## src/rtl/fifo_wd_pkg.sv

```systemverilog
package fifo_wd_pkg;

    localparam int unsigned IRQ_W       = 4;
    localparam int unsigned BIT_RX_DONE = 0;
    localparam int unsigned BIT_TX_DONE = 1;
    localparam int unsigned BIT_RX_HUNG = 2;
    localparam int unsigned BIT_TX_HUNG = 3;

    localparam int unsigned LIMIT_W = 8;
    localparam int unsigned SCALE_W = 3;
    localparam int unsigned CFG_W   = LIMIT_W + SCALE_W + 1;

    localparam int unsigned DIRS   = 2;
    localparam int unsigned DIR_RX = 0;
    localparam int unsigned DIR_TX = 1;

    typedef struct packed {
        logic               en;
        logic [SCALE_W-1:0] scale;
        logic [LIMIT_W-1:0] limit;
    } wd_cfg_t;

endpackage

```

## src/rtl/fifo_wd_tick.sv

```systemverilog
module fifo_wd_tick #(
    parameter int unsigned BASE_PERIOD = 88000,
    parameter int unsigned SCALE_W     = 3
) (
    input  logic               clk_i,
    input  logic               rst_ni,
    input  logic               en_i,
    input  logic [SCALE_W-1:0] scale_i,
    output logic               tick_o
);
    localparam int unsigned CNT_W = $clog2(BASE_PERIOD + 1);

    typedef struct packed {
        logic [CNT_W-1:0] cnt;
    } tick_state_t;

    tick_state_t s_d, s_q;
    logic [31:0] wrap_full;
    logic [CNT_W-1:0] wrap;
    logic at_wrap;

    always_comb begin
        wrap_full = 32'(BASE_PERIOD) >> scale_i;
        wrap      = wrap_full[CNT_W-1:0];
        at_wrap   = (s_q.cnt >= wrap);
        tick_o    = en_i && at_wrap;
        s_d       = s_q;
        if (!en_i || at_wrap) begin
            s_d.cnt = '0;
        end else begin
            s_d.cnt = s_q.cnt + 1'b1;
        end
    end

    always_ff @(posedge clk_i or negedge rst_ni) begin
        if (!rst_ni) begin
            s_q <= '0;
        end else begin
            s_q <= s_d;
        end
    end
endmodule

```

## src/rtl/fifo_wd_stall.sv

```systemverilog
module fifo_wd_stall #(
    parameter int unsigned LIMIT_W = 8
) (
    input  logic               clk_i,
    input  logic               rst_ni,
    input  logic               en_i,
    input  logic               active_i,
    input  logic               activity_i,
    input  logic               tick_i,
    input  logic [LIMIT_W-1:0] limit_i,
    output logic               hung_o
);
    typedef struct packed {
        logic [LIMIT_W-1:0] cnt;
        logic               fired;
    } stall_state_t;

    stall_state_t s_d, s_q;

    always_comb begin
        hung_o = en_i && active_i && !activity_i
                 && (s_q.cnt == limit_i) && !s_q.fired;
        s_d = s_q;
        if (!en_i || activity_i) begin
            s_d.cnt   = '0;
            s_d.fired = 1'b0;
        end else begin
            if (hung_o) begin
                s_d.fired = 1'b1;
            end
            if (tick_i && active_i && (s_q.cnt < limit_i)) begin
                s_d.cnt = s_q.cnt + 1'b1;
            end
        end
    end

    always_ff @(posedge clk_i or negedge rst_ni) begin
        if (!rst_ni) begin
            s_q <= '0;
        end else begin
            s_q <= s_d;
        end
    end
endmodule

```

## src/rtl/fifo_wd_irq.sv

```systemverilog
module fifo_wd_irq #(
    parameter int unsigned IRQ_W  = 4,
    parameter int unsigned STAT_W = 32
) (
    input  logic              clk_i,
    input  logic              rst_ni,
    input  logic [IRQ_W-1:0]  evt_i,
    input  logic              ena_we_i,
    input  logic [IRQ_W-1:0]  ena_wdata_i,
    input  logic              clr_we_i,
    input  logic [IRQ_W-1:0]  clr_wdata_i,
    output logic [STAT_W-1:0] raw_o,
    output logic [STAT_W-1:0] ena_o,
    output logic [STAT_W-1:0] st_o,
    output logic              irq_o
);
    typedef struct packed {
        logic [IRQ_W-1:0] raw;
        logic [IRQ_W-1:0] ena;
    } irq_state_t;

    irq_state_t s_d, s_q;
    logic [IRQ_W-1:0] clr_mask;
    logic [IRQ_W-1:0] masked;

    always_comb begin
        clr_mask = clr_we_i ? clr_wdata_i : '0;
        s_d      = s_q;
        s_d.raw  = (s_q.raw & ~clr_mask) | evt_i;
        if (ena_we_i) begin
            s_d.ena = ena_wdata_i;
        end
        masked = s_q.raw & s_q.ena;
        raw_o  = STAT_W'(s_q.raw);
        ena_o  = STAT_W'(s_q.ena);
        st_o   = STAT_W'(masked);
        irq_o  = |masked;
    end

    always_ff @(posedge clk_i or negedge rst_ni) begin
        if (!rst_ni) begin
            s_q <= '0;
        end else begin
            s_q <= s_d;
        end
    end
endmodule

```

## src/rtl/fifo_stall_wd.sv

```systemverilog
module fifo_stall_wd
    import fifo_wd_pkg::*;
#(
    parameter int unsigned BASE_PERIOD = 88000,
    parameter int unsigned STAT_W      = 32
) (
    input  logic              clk_i,
    input  logic              rst_ni,
    input  logic              cfg_we_i,
    input  logic [11:0]       cfg_wdata_i,
    input  logic              ena_we_i,
    input  logic [3:0]        ena_wdata_i,
    input  logic              clr_we_i,
    input  logic [3:0]        clr_wdata_i,
    input  logic              rx_active_i,
    input  logic              rx_activity_i,
    input  logic              tx_active_i,
    input  logic              tx_activity_i,
    input  logic              rx_done_i,
    input  logic              tx_done_i,
    output logic [STAT_W-1:0] int_raw_o,
    output logic [STAT_W-1:0] int_ena_o,
    output logic [STAT_W-1:0] int_st_o,
    output logic              irq_o
);
    wd_cfg_t cfg_d, cfg_q;

    always_comb begin
        cfg_d = cfg_q;
        if (cfg_we_i) begin
            cfg_d = wd_cfg_t'(cfg_wdata_i[CFG_W-1:0]);
        end
    end

    always_ff @(posedge clk_i or negedge rst_ni) begin
        if (!rst_ni) begin
            cfg_q <= '0;
        end else begin
            cfg_q <= cfg_d;
        end
    end

    logic tick;

    fifo_wd_tick #(
        .BASE_PERIOD (BASE_PERIOD),
        .SCALE_W     (SCALE_W)
    ) u_tick (
        .clk_i   (clk_i),
        .rst_ni  (rst_ni),
        .en_i    (cfg_q.en),
        .scale_i (cfg_q.scale),
        .tick_o  (tick)
    );

    logic [DIRS-1:0] dir_active;
    logic [DIRS-1:0] dir_activity;
    logic [DIRS-1:0] dir_hung;

    assign dir_active[DIR_RX]   = rx_active_i;
    assign dir_active[DIR_TX]   = tx_active_i;
    assign dir_activity[DIR_RX] = rx_activity_i;
    assign dir_activity[DIR_TX] = tx_activity_i;

    for (genvar g = 0; g < DIRS; g++) begin : g_dir
        fifo_wd_stall #(
            .LIMIT_W (LIMIT_W)
        ) u_stall (
            .clk_i      (clk_i),
            .rst_ni     (rst_ni),
            .en_i       (cfg_q.en),
            .active_i   (dir_active[g]),
            .activity_i (dir_activity[g]),
            .tick_i     (tick),
            .limit_i    (cfg_q.limit),
            .hung_o     (dir_hung[g])
        );
    end

    logic [IRQ_W-1:0] evt;

    always_comb begin
        evt              = '0;
        evt[BIT_RX_DONE] = rx_done_i;
        evt[BIT_TX_DONE] = tx_done_i;
        evt[BIT_RX_HUNG] = dir_hung[DIR_RX];
        evt[BIT_TX_HUNG] = dir_hung[DIR_TX];
    end

    fifo_wd_irq #(
        .IRQ_W  (IRQ_W),
        .STAT_W (STAT_W)
    ) u_irq (
        .clk_i       (clk_i),
        .rst_ni      (rst_ni),
        .evt_i       (evt),
        .ena_we_i    (ena_we_i),
        .ena_wdata_i (ena_wdata_i),
        .clr_we_i    (clr_we_i),
        .clr_wdata_i (clr_wdata_i),
        .raw_o       (int_raw_o),
        .ena_o       (int_ena_o),
        .st_o        (int_st_o),
        .irq_o       (irq_o)
    );
endmodule

```

## config.mk

```make
export PLATFORM = sky130hd
export DESIGN_NAME = fifo_stall_wd
export DESIGN_NICKNAME = d
export VERILOG_FILES = /design/src/rtl/fifo_wd_pkg.sv /design/src/rtl/fifo_wd_tick.sv /design/src/rtl/fifo_wd_stall.sv /design/src/rtl/fifo_wd_irq.sv /design/src/rtl/fifo_stall_wd.sv
export SDC_FILE = /design/constraint.sdc
export NUM_CORES = 1
export LEC_CHECK = 0
export CORE_MARGIN = 5
export CORE_UTILIZATION = 65
export CTS_BUF_LIST = sky130_fd_sc_hd__clkbuf_8
export CTS_CLUSTER_DIAMETER = 80
export DETAILED_ROUTE_END_ITERATION = 10
export DONT_BUFFER_PORTS = 1
export GPL_TIMING_DRIVEN = 1
export PLACE_DENSITY = 0.85
export SLEW_MARGIN = 20
export SYNTH_ARGS = -nofsm -noshare
export SYNTH_HDL_FRONTEND = slang
export SYNTH_HIERARCHICAL = 1
export SYNTH_SLANG_ARGS = --single-unit
```

## constraint.sdc

```tcl
create_clock -name clk_i -period 3.4 [get_ports clk_i]
set_input_delay 0.34 -clock clk_i [delete_from_list [all_inputs] [get_ports clk_i]]
set_output_delay 0.34 -clock clk_i [all_outputs]
set_load 0.01 [all_outputs]
```

# == After elaboration in Yosys (flattened, before gate mapping) ==
# Index checks and enable logic that the tools add are counted.
# classes
n_mux,8
n_lt_le_gt_ge,3
reduce_logical,26
shift,1
bitwise_logic,4
n_eq_ne,2
addsub,3
# ops
op,n
$mux W9,2
$add A17 B1 Y17 const B,1
$ge A17 B17 Y1,1
$mux W17,1
$shr A17 B3 Y17 const A,1
$add A8 B1 Y8 const B,2
$eq A8 B8 Y1,2
$lt A8 B8 Y1,2
$mux W8,2
$logic_and A1 B1 Y1,13
$and A4 B4 Y4,2
$reduce_bool A2 Y1,4
$logic_not A1 Y1,5
$mux W4,1
$not A4 Y4,1
$or A4 B4 Y4,1
$reduce_or A4 Y1,1
$logic_or A1 B1 Y1,3
$mux W1,2
# totals
out_inout_bits,97
word_cells,57
register_bits,55
in_bits,31

# == Depth between registers and ports, before layout ==
# Gate-level depths: netlist of run 1.
# depth
depth_word,7
ltp_mapped,13
mapped_depth_nobuf,13

# == Modules after synthesis ==
# Netlist of run 1, hierarchy kept.
# by_module_without_submodules
mod,area_each_um2,seq_area_each_um2,instances,cells_each
fifo_wd_stall,769.5,225.2,2,83
fifo_wd_tick,1282.5,425.4,1,143
fifo_wd_irq,963.4,200.2,1,110
fifo_stall_wd,484.2,300.3,1,25

# == Least setup slack after synthesis of run 1 ==
# Ideal clock, no wire load.
# synth_timing
path_type,register -> register
start,reg cfg_q[8] (netlist bit)
end,reg g_dir[0].u_stall/s_q[3] (netlist bit)
period_less_slack_ns,2.589
arrival_time_ns,2.510
path_buffers,1
required_ns,3.321
path_stages_with_launch,13
setup_ns,0.079
slack_ns,0.811
cell_sequence,dfrtp_1 -> clkbuf_1 -> or2_2 -> ha_1 -> nand4_1 -> nor3_1 -> o21ai_0 -> nor2_1 -> o21a_1 -> and3b_1 -> o211ai_4 -> a211oi_2 -> mux2i_1
# synth_via
elab_chain_cells,6
# synth_rtl
element,line_no,source
"start, declared",fifo_stall_wd.sv:26,"wd_cfg_t cfg_d, cfg_q;"
"start signal, assigned",fifo_stall_wd.sv:39,cfg_q <= cfg_d;
$shr A17 B3 Y17,fifo_wd_tick.sv:23,wrap_full = 32'(BASE_PERIOD) >> scale_i;
$ge A17 B17 Y1,fifo_wd_tick.sv:25,at_wrap = (s_q.cnt >= wrap);
$logic_and A1 B1 Y1,fifo_wd_tick.sv:26,tick_o = en_i && at_wrap;
net tick,fifo_stall_wd.sv:43,logic tick;
$logic_and A1 B1 Y1 (2 in a row),fifo_wd_stall.sv:31,if (tick_i && active_i && (s_q.cnt < limit_i)) begin
$reduce_bool A2 Y1 (no line),--,
"end signal, assigned",fifo_wd_stall.sv:39,s_q <= '0;
"end signal, assigned",fifo_wd_stall.sv:41,s_q <= s_d;
"end, declared",fifo_wd_stall.sv:18,"stall_state_t s_d, s_q;"
# The timed path passes the listed nets, and every way through them passes these cells.
# A chain may end at the register's enable or synchronous reset.

# == Worst setup path after layout of run 1 ==
# layout_timing
start,reg cfg_q[8] (netlist bit)
end,reg g_dir[0].u_stall/s_q[5] (netlist bit)
# The elaborated chain is that of the path after synthesis.

==> results of run 1 <==
## where the power goes
group | total, µW | internal, µW | leakage, µW | switching, µW
Sequential | 716 | 680 | 0.000722 | 36.1
Combinational | 247 | 89.6 | 0.00133 | 158
Clock | 358 | 145 | 0.0000460 | 213
Total | 1320 | 915 | 0.00209 | 407
## logic make-up (layout without fill, tap and decap cells)
family,count (synthesis),count (layout)
muxes,32,32
buffers and inverters,123,43
adders and majority gates,36,36
DFF,55,55
xor gates and xnor gates,15,15
other,1,84
and+or+nand+nor,134,134
AOI/OAI and AO/OA,48,48
## per-layer routing
metal | track usage | share of wire | vias to the layer above
met2 | 0.349 | 0.54 | 57
met5 | 0 | 0 | -
met3 | 0.0397 | 0.038 | 17
met4 | 0.0587 | 0.024 | 0
li1 | - | - | 1337
met1 | 0.221 | 0.40 | 1357
## path summary, 6_finish.rpt
path | startpoint | endpoint | slack (ps) | cells after the start
min in group asynchronous | rst_ni | g_dir[1].u_stall/s_q[2]$_DFFE_PN0P_ | 520 | 2
setup reg to reg | cfg_q[8]$_DFFE_PN0P_ | g_dir[0].u_stall/s_q[5]$_DFFE_PN0P_ | 470 | 11
hold / removal | rx_done_i | u_irq/raw_o[0]$_DFF_PN0_ | 120 | 1
setup / recovery | cfg_q[8]$_DFFE_PN0P_ | g_dir[0].u_stall/s_q[5]$_DFFE_PN0P_ | 470 | 11
max in group asynchronous | rst_ni | u_tick/s_q[14]$_DFF_PN0_ | 2620 | 2
hold reg to reg | g_dir[0].u_stall/s_q[0]$_DFFE_PN0P_ | g_dir[0].u_stall/s_q[0]$_DFFE_PN0P_ | 520 | 2
## synthesized netlist by cell type, types with 5 or more instances
| cell type | instances |
|---|---|
| buf_4 | 84 |
| dfrtp_1 | 55 |
| nand2_1 | 40 |
| ha_1 | 36 |
| inv_1 | 31 |
| nor2_1 | 27 |
| nand3_1 | 17 |
| mux2i_1 | 16 |
| a211oi_2 | 13 |
| nand2b_1 | 13 |
| mux2_4 | 10 |
| and3_1 | 9 |
| xor2_1 | 8 |
| a21oi_1 | 7 |
| xnor2_1 | 7 |
| clkbuf_1 | 6 |
| mux2_2 | 6 |
| nand4_1 | 6 |
| a21o_1 | 5 |
## through the flow
| stage | utilization | worst slack [ps] | area [µm²] | total power, µW | hold WS, ps |
|---|---|---|---|---|---|
| floorplan | - | 811 | 4580 | 991 | 44.4 |
| global placement | 0.629 | 645 | 4020 | 944 | 46.0 |
| detailed placement | 0.629 | 508 | 4020 | 956 | 45.9 |
| CTS | 0.649 | 459 | 4140 | 1330 | 115 |
| global route | 0.649 | 267 | 4140 | 1410 | 96.3 |
| finish | 0.649 | 470 | 4140 | 1320 | 125 |
## cell type report
class | instances | area [µm²] | share of cell area
Multi-Input combinational cell | 349 | 2410 | 0.582
Sequential cell | 55 | 1380 | 0.332
Inverter | 31 | 116 | 0.0281
Tap cell | 77 | 96.3 | 0.0233
Clock buffer | 5 | 68.8 | 0.0166
Timing Repair Buffer | 4 | 52.6 | 0.0127
Clock inverter | 3 | 20.0 | 0.00483
## cells in the final DEF (no fill, tap or decap), types with 2 or more instances in the layout
| master | netlist | layout |
|---|---|---|
| clkbuf_8 | 0 | 5 |
| xor2_1 | 8 | 8 |
| nor2_2 | 2 | 2 |
| nor2b_1 | 4 | 4 |
| mux2i_1 | 16 | 16 |
| a21o_1 | 5 | 5 |
| ha_1 | 36 | 36 |
| a21oi_2 | 2 | 2 |
| mux2_2 | 6 | 6 |
| inv_1 | 31 | 32 |
| and2_1 | 4 | 4 |
| a221o_2 | 2 | 2 |
| a21o_2 | 3 | 3 |
| nand2b_1 | 13 | 13 |
| a21oi_1 | 7 | 7 |
| o21ai_2 | 2 | 2 |
| nor3b_1 | 2 | 2 |
| o211ai_4 | 2 | 2 |
| a211oi_2 | 13 | 13 |
| buf_4 | 84 | 2 |
| dfrtp_1 | 55 | 55 |
| mux2_4 | 10 | 10 |
| xnor2_1 | 7 | 7 |
| o21ai_0 | 4 | 4 |
| nand4_1 | 6 | 6 |
| nor2_1 | 27 | 27 |
| conb_1 | 1 | 84 |
| and3b_1 | 2 | 2 |
| and3_1 | 9 | 9 |
| nand3_1 | 17 | 17 |
| a21boi_1 | 2 | 2 |
| nand2_1 | 40 | 40 |
| nor3_1 | 2 | 2 |
## state kept, by name, summed over array words and instances (netlist names)
signal             count
u_irq/raw_o            4
u_irq/ena_o            4
g_dir.u_stall/s_q     18
u_tick/s_q            17
cfg_q                 12
==> metrics.yaml, run 1 <==
status: "complete, no violations"
grt_pass1_wl_um: 13300
die_w_um: 91.0
cp_data_arrival_time_ps: 3150
cts_hold_buf: 2
routed_wirelength_um: 7760
rsz0062_at_grt: "false"
area_delta_synth_final_pct: -2.96
slowest_delay_ps: 530
synth_area_um2: 4270
synth.largest_area_cell: "dfrtp_1"
timing.final.crit_share: 0.862
max-clock-path-buffers: 2
ys.flop_type: "dfrtp_1"
synthCells: 444
synth-xor-area-share: 0.0308
synthSimpleGateAreaFrac: 0.156
end_kind: "flip-flop"
cp.required_ps: 3620
synthTopCellsByArea: "dfrtp_1 32%, buf_4 15%, ha_1 11%"
placed_cells: 514
worst_slew_pin_slew_ps: 742
row_count: 29
grt_antenna_before_repair: 0
avgViaCountPerCell: 5.28
seq_area_frac_synth: 0.322
ys_async_sr_fraction: 1.00
syn_area_per_cell_um2: 9.62
muxShareOfSynthArea: 0.0885
finalSetupTns_ps: 0
io_pins: 128
dieArea_um2: 8290
drtIter0Drc: 94
core_area_um2: 6390
grtUsageTotal: 0.190
min-delay-path-class: "in -> reg"
cts_setup_buffers: 0
vias: 2768
synth_fa_ha_area_frac: 0.106
grt_remaining_overflow: 0
port_buffers: 0
n_antenna_cell: 0
yosysWarnings: 6
drive_gt1_frac: 0.132
dieHeight_um: 91.0
drv_cap: 0
first_pass_iters: 4
gp_congestion: 0.820
cpMaxStageDelayCell: "dfrtp_1"
crit_type: "reg -> reg"
grt_pass1_vias: 2857
path_max_fanout: 14
synth_top_family_by_area: "buffers and inverters"
start_util: 0.668
finalHoldViolations: 0
crit_chain: "or3_1 > ha_1 > nand4_1 > nor3_1 > o21ai_0 > nor2_1 > o21a_1 > and3b_1 > o211ai_4 > a211oi_2 > mux2i_1"
fillCellCount: 511
nNetsFinal: 513
fin_skew_ps: 15.2
clkLatencyLatePin_ps: 310
synth-compound-area-share: 0.110
path_delay_family: "simple AND/OR/NAND/NOR gates"
min_period_ps: 2930
p_leak_uw: 0.00209
synth-edff-count: 0
cts_tree: "built"
max_slew_margin: 0.504
cts.root.buffer_cell: "clkbuf_8"
post-dp-hpwl_um: 6200
cp-start-kind: "flip-flop"
yosysUniqueCellTypes: 46
ys_ff_latch: 55
fmax_mhz: 341
route.detailed.drc: 0
cts.sinks: 55
p_per_area_nw_per_um2: 319
worst_setup_hold_path_clk_slew_ps: 100
postRouteAntennaNets: 0
synth_top_area_frac: 0.322
critPathBufInv: 0
fin_cells: 524
cts_buffers: 5
h-tree-depth: 2
drv_slew: 0
setup-violations-final: 0
avgRoutedWirePerCell_um: 14.8
cts_resized: 0
grt_max_degree: 56
ir_drop_v: 0.000266
No activity file was read; power rests on OpenSTA's default activity.
==> inputs of run 2 (changes only) <==
--- a/config.mk
+++ b/config.mk
@@ -6,13 +6,14 @@
 export NUM_CORES = 1
 export LEC_CHECK = 0
 export CORE_MARGIN = 5
-export CORE_UTILIZATION = 65
+export CORE_UTILIZATION = 40
 export CTS_BUF_LIST = sky130_fd_sc_hd__clkbuf_8
 export CTS_CLUSTER_DIAMETER = 80
 export DETAILED_ROUTE_END_ITERATION = 10
 export DONT_BUFFER_PORTS = 1
 export GPL_TIMING_DRIVEN = 1
-export PLACE_DENSITY = 0.85
+export MAX_ROUTING_LAYER = met4
+export PLACE_DENSITY = 0.58
 export SLEW_MARGIN = 20
 export SYNTH_ARGS = -nofsm -noshare
 export SYNTH_HDL_FRONTEND = slang
==> constraint.sdc (replaced) <==
create_clock -name clk_i -period 3.6 [get_ports clk_i]
set_input_delay 0.36 -clock clk_i [delete_from_list [all_inputs] [get_ports clk_i]]
set_output_delay 0.36 -clock clk_i [all_outputs]
set_load 0.01 [all_outputs]
==> run 2 against run 1 <==
  * First-iteration DRC count decreased by 43%
  * Critical path type unchanged
  * Worst hold slack improved by 4.5 ps
  * Sequential cell count did not move
  * Via count decreased by 3.8%
  * Highest routed layer unchanged
  * Largest power group unchanged
  * Worst setup slack better by 220 ps
  * Wire length grew 3.4%
  * Combinational power decreased by 6%
  * Cell count is 11% higher
  * Total power fell by 4.7%
==> metrics.yaml, run 2 (same netlist as run 1, synthesis figures left out) <==
grt_remaining_overflow: 0  # unchanged
final_common_cell: "conb_1"
cpMaxStageDelayCell: "dfrtp_1"
fin_skew_ps: 8.52  # -6.70 ps
cts_hold_buf: 2  # unchanged
cts_buffers: 5  # unchanged
critPathLaunch: "cfg_q[10]$_DFFE_PN0P_"
drive_gt1_frac: 0.134  # +0.00224
area_delta_synth_final_pct: -1.23
drtIter0Drc: 54  # -43%
cts.sinks: 55  # unchanged
status: "complete, no violations"
avgRoutedWirePerCell_um: 13.8  # -7.1%
postRouteAntennaNets: 0  # unchanged
vias: 2663  # -3.8%
hp-start: "tx_done_i"
drv_slew: 0  # unchanged
slowest_delay_ps: 460  # -70 ps
grtUsageTotal: 0.127  # -0.0635
r2r_setup_slack_ps: 690  # +220 ps
path_max_fanout: 8  # -6
fillCellCount: 1053  # +110%
die_w_um: 113  # +24%
grt_pass1_wl_um: 13000  # -2.2%
dieHeight_um: 113  # +24%
first_pass_iters: 4  # unchanged
worst_slew_pin_slew_ps: 731  # -11.3 ps
timing.final.crit_share: 0.808  # -0.0541
holdWs_ps: 129  # +4.52 ps
start_util: 0.412  # -0.257
worst_setup_hold_path_clk_slew_ps: 100  # about the same
p_per_area_nw_per_um2: 299  # -6.4%
p_total_uw: 1260  # -4.7%
core_area_um2: 10400  # +62%
crit_chain: "nor2_1 > nand2_1 > ha_1 > nand4_1 > nor3_1 > o21ai_0 > nor2_1 > o21a_1 > and3b_1 > o211ai_4 > a211oi_2 > mux2i_1"
route.detailed.drc: 0  # unchanged
cp.required_ps: 3840  # +220 ps
fmax_mhz: 344  # +0.77%
finalHoldViolations: 0  # unchanged
row_count: 37  # +28%
grt_antenna_before_repair: 0  # unchanged
cts_resized: 0  # unchanged
cp-start-kind: "flip-flop"
min-delay-path-class: "in -> reg"
rr_startpoint: "cfg_q[10]$_DFFE_PN0P_"
ir_drop_v: 0.000161  # -40%
max_slew_margin: 0.513  # +0.00848
largestRegisters: "g_dir.u_stall/s_q x18, u_tick/s_q x17, cfg_q x12"
cts_setup_buffers: 0  # unchanged
max-clock-path-buffers: 2  # unchanged
design_area_um2: 4220  # +1.8%
min_period_ps: 2910  # -22.5 ps
p_leak_uw: 0.00209  # -0.28%
cp_data_arrival_time_ps: 3150  # about the same
drv_cap: 0  # unchanged
crit_type: "reg -> reg"
dpl_cell_area_um2: 4090  # +1.8%
clkLatencyLatePin_ps: 310  # about the same
cts_tree: "built"
io_pins: 128  # unchanged
avgViaCountPerCell: 4.57  # -14%
layout_common_cells: "84 x conb_1, 55 x dfrtp_1, 40 x nand2_1"
cpMostUsedCell: "nor2_1"
n_antenna_cell: 0  # unchanged
largest_reg_flops: 18  # unchanged
grt_pass1_vias: 2649  # -7.3%
post-dp-hpwl_um: 6220  # +0.28%
regMostFlops: "g_dir.u_stall/s_q"
grt_max_degree: 56  # unchanged
dieArea_um2: 12800  # +55%
h-tree-depth: 2  # unchanged
port_buffers: 0  # unchanged
cts.root.buffer_cell: "clkbuf_8"
nNetsFinal: 513  # unchanged
rsz0062_at_grt: "false"
setup-violations-final: 0  # unchanged
routed_wirelength_um: 8030  # +3.4%
gp_congestion: 0.788  # -3.9%
finalSetupTns_ps: 0  # unchanged
end_kind: "flip-flop"
run 2: worst paths after layout:
check,endpoint,cells after the start
setup / recovery,g_dir[1].u_stall/s_q[7]$_DFFE_PN0P_,12
hold / removal,u_irq/raw_o[1]$_DFF_PN0_,1
setup reg to reg,g_dir[1].u_stall/s_q[7]$_DFFE_PN0P_,12
hold reg to reg,g_dir[0].u_stall/s_q[0]$_DFFE_PN0P_,2
max in group asynchronous,cfg_q[1]$_DFFE_PN0P_,2
min in group asynchronous,u_tick/s_q[8]$_DFF_PN0_,2
run 2: metal layers:
metal  vias up  track usage  wire (µm)
met5         -            -          0
met2        48        0.213       4060
li1       1330            -          -
met4         0       0.0353         96
met3        12       0.0257        352
met1      1273        0.155       3520
run 2: metrics by stage:
stage	cells	util	worst slack (ps)
2_1_floorplan	527	-	1010
3_3_place_gp	573	0.394	779
3_5_place_dp	573	0.394	668
4_1_cts	583	0.407	645
5_1_grt	583	0.407	345
6_report	583	0.407	692
run 2: report_power, final:
part           leakage, µW  total (µW)  internal (µW)  switching [µW]
sequential        0.000722         675            642            32.8
clock            0.0000402         352            136             215
combinational      0.00133         233           84.1             149
total              0.00209        1260            862             397
run 2: area by class of cell:
type / count / area [µm²] / share of cell area
Multi-Input combinational cell: 349 / 2410 / 0.572
Tap cell: 136 / 170 / 0.0404
Clock buffer: 5 / 68.8 / 0.0163
Clock inverter: 3 / 20.0 / 0.00475
Timing Repair Buffer: 4 / 52.6 / 0.0125
Inverter: 31 / 116 / 0.0276
Sequential cell: 55 / 1380 / 0.326
run 2: critical path: cells and delay by family (launching register included):
kind | cells | cell delay, ps
AND/OR/NAND/NOR | 6 | 1100
AO/OA/AOI/OAI | 4 | 720
flip-flops | 1 | 460
adder cells (fa/ha/maj) | 1 | 320
multiplexers | 1 | 220
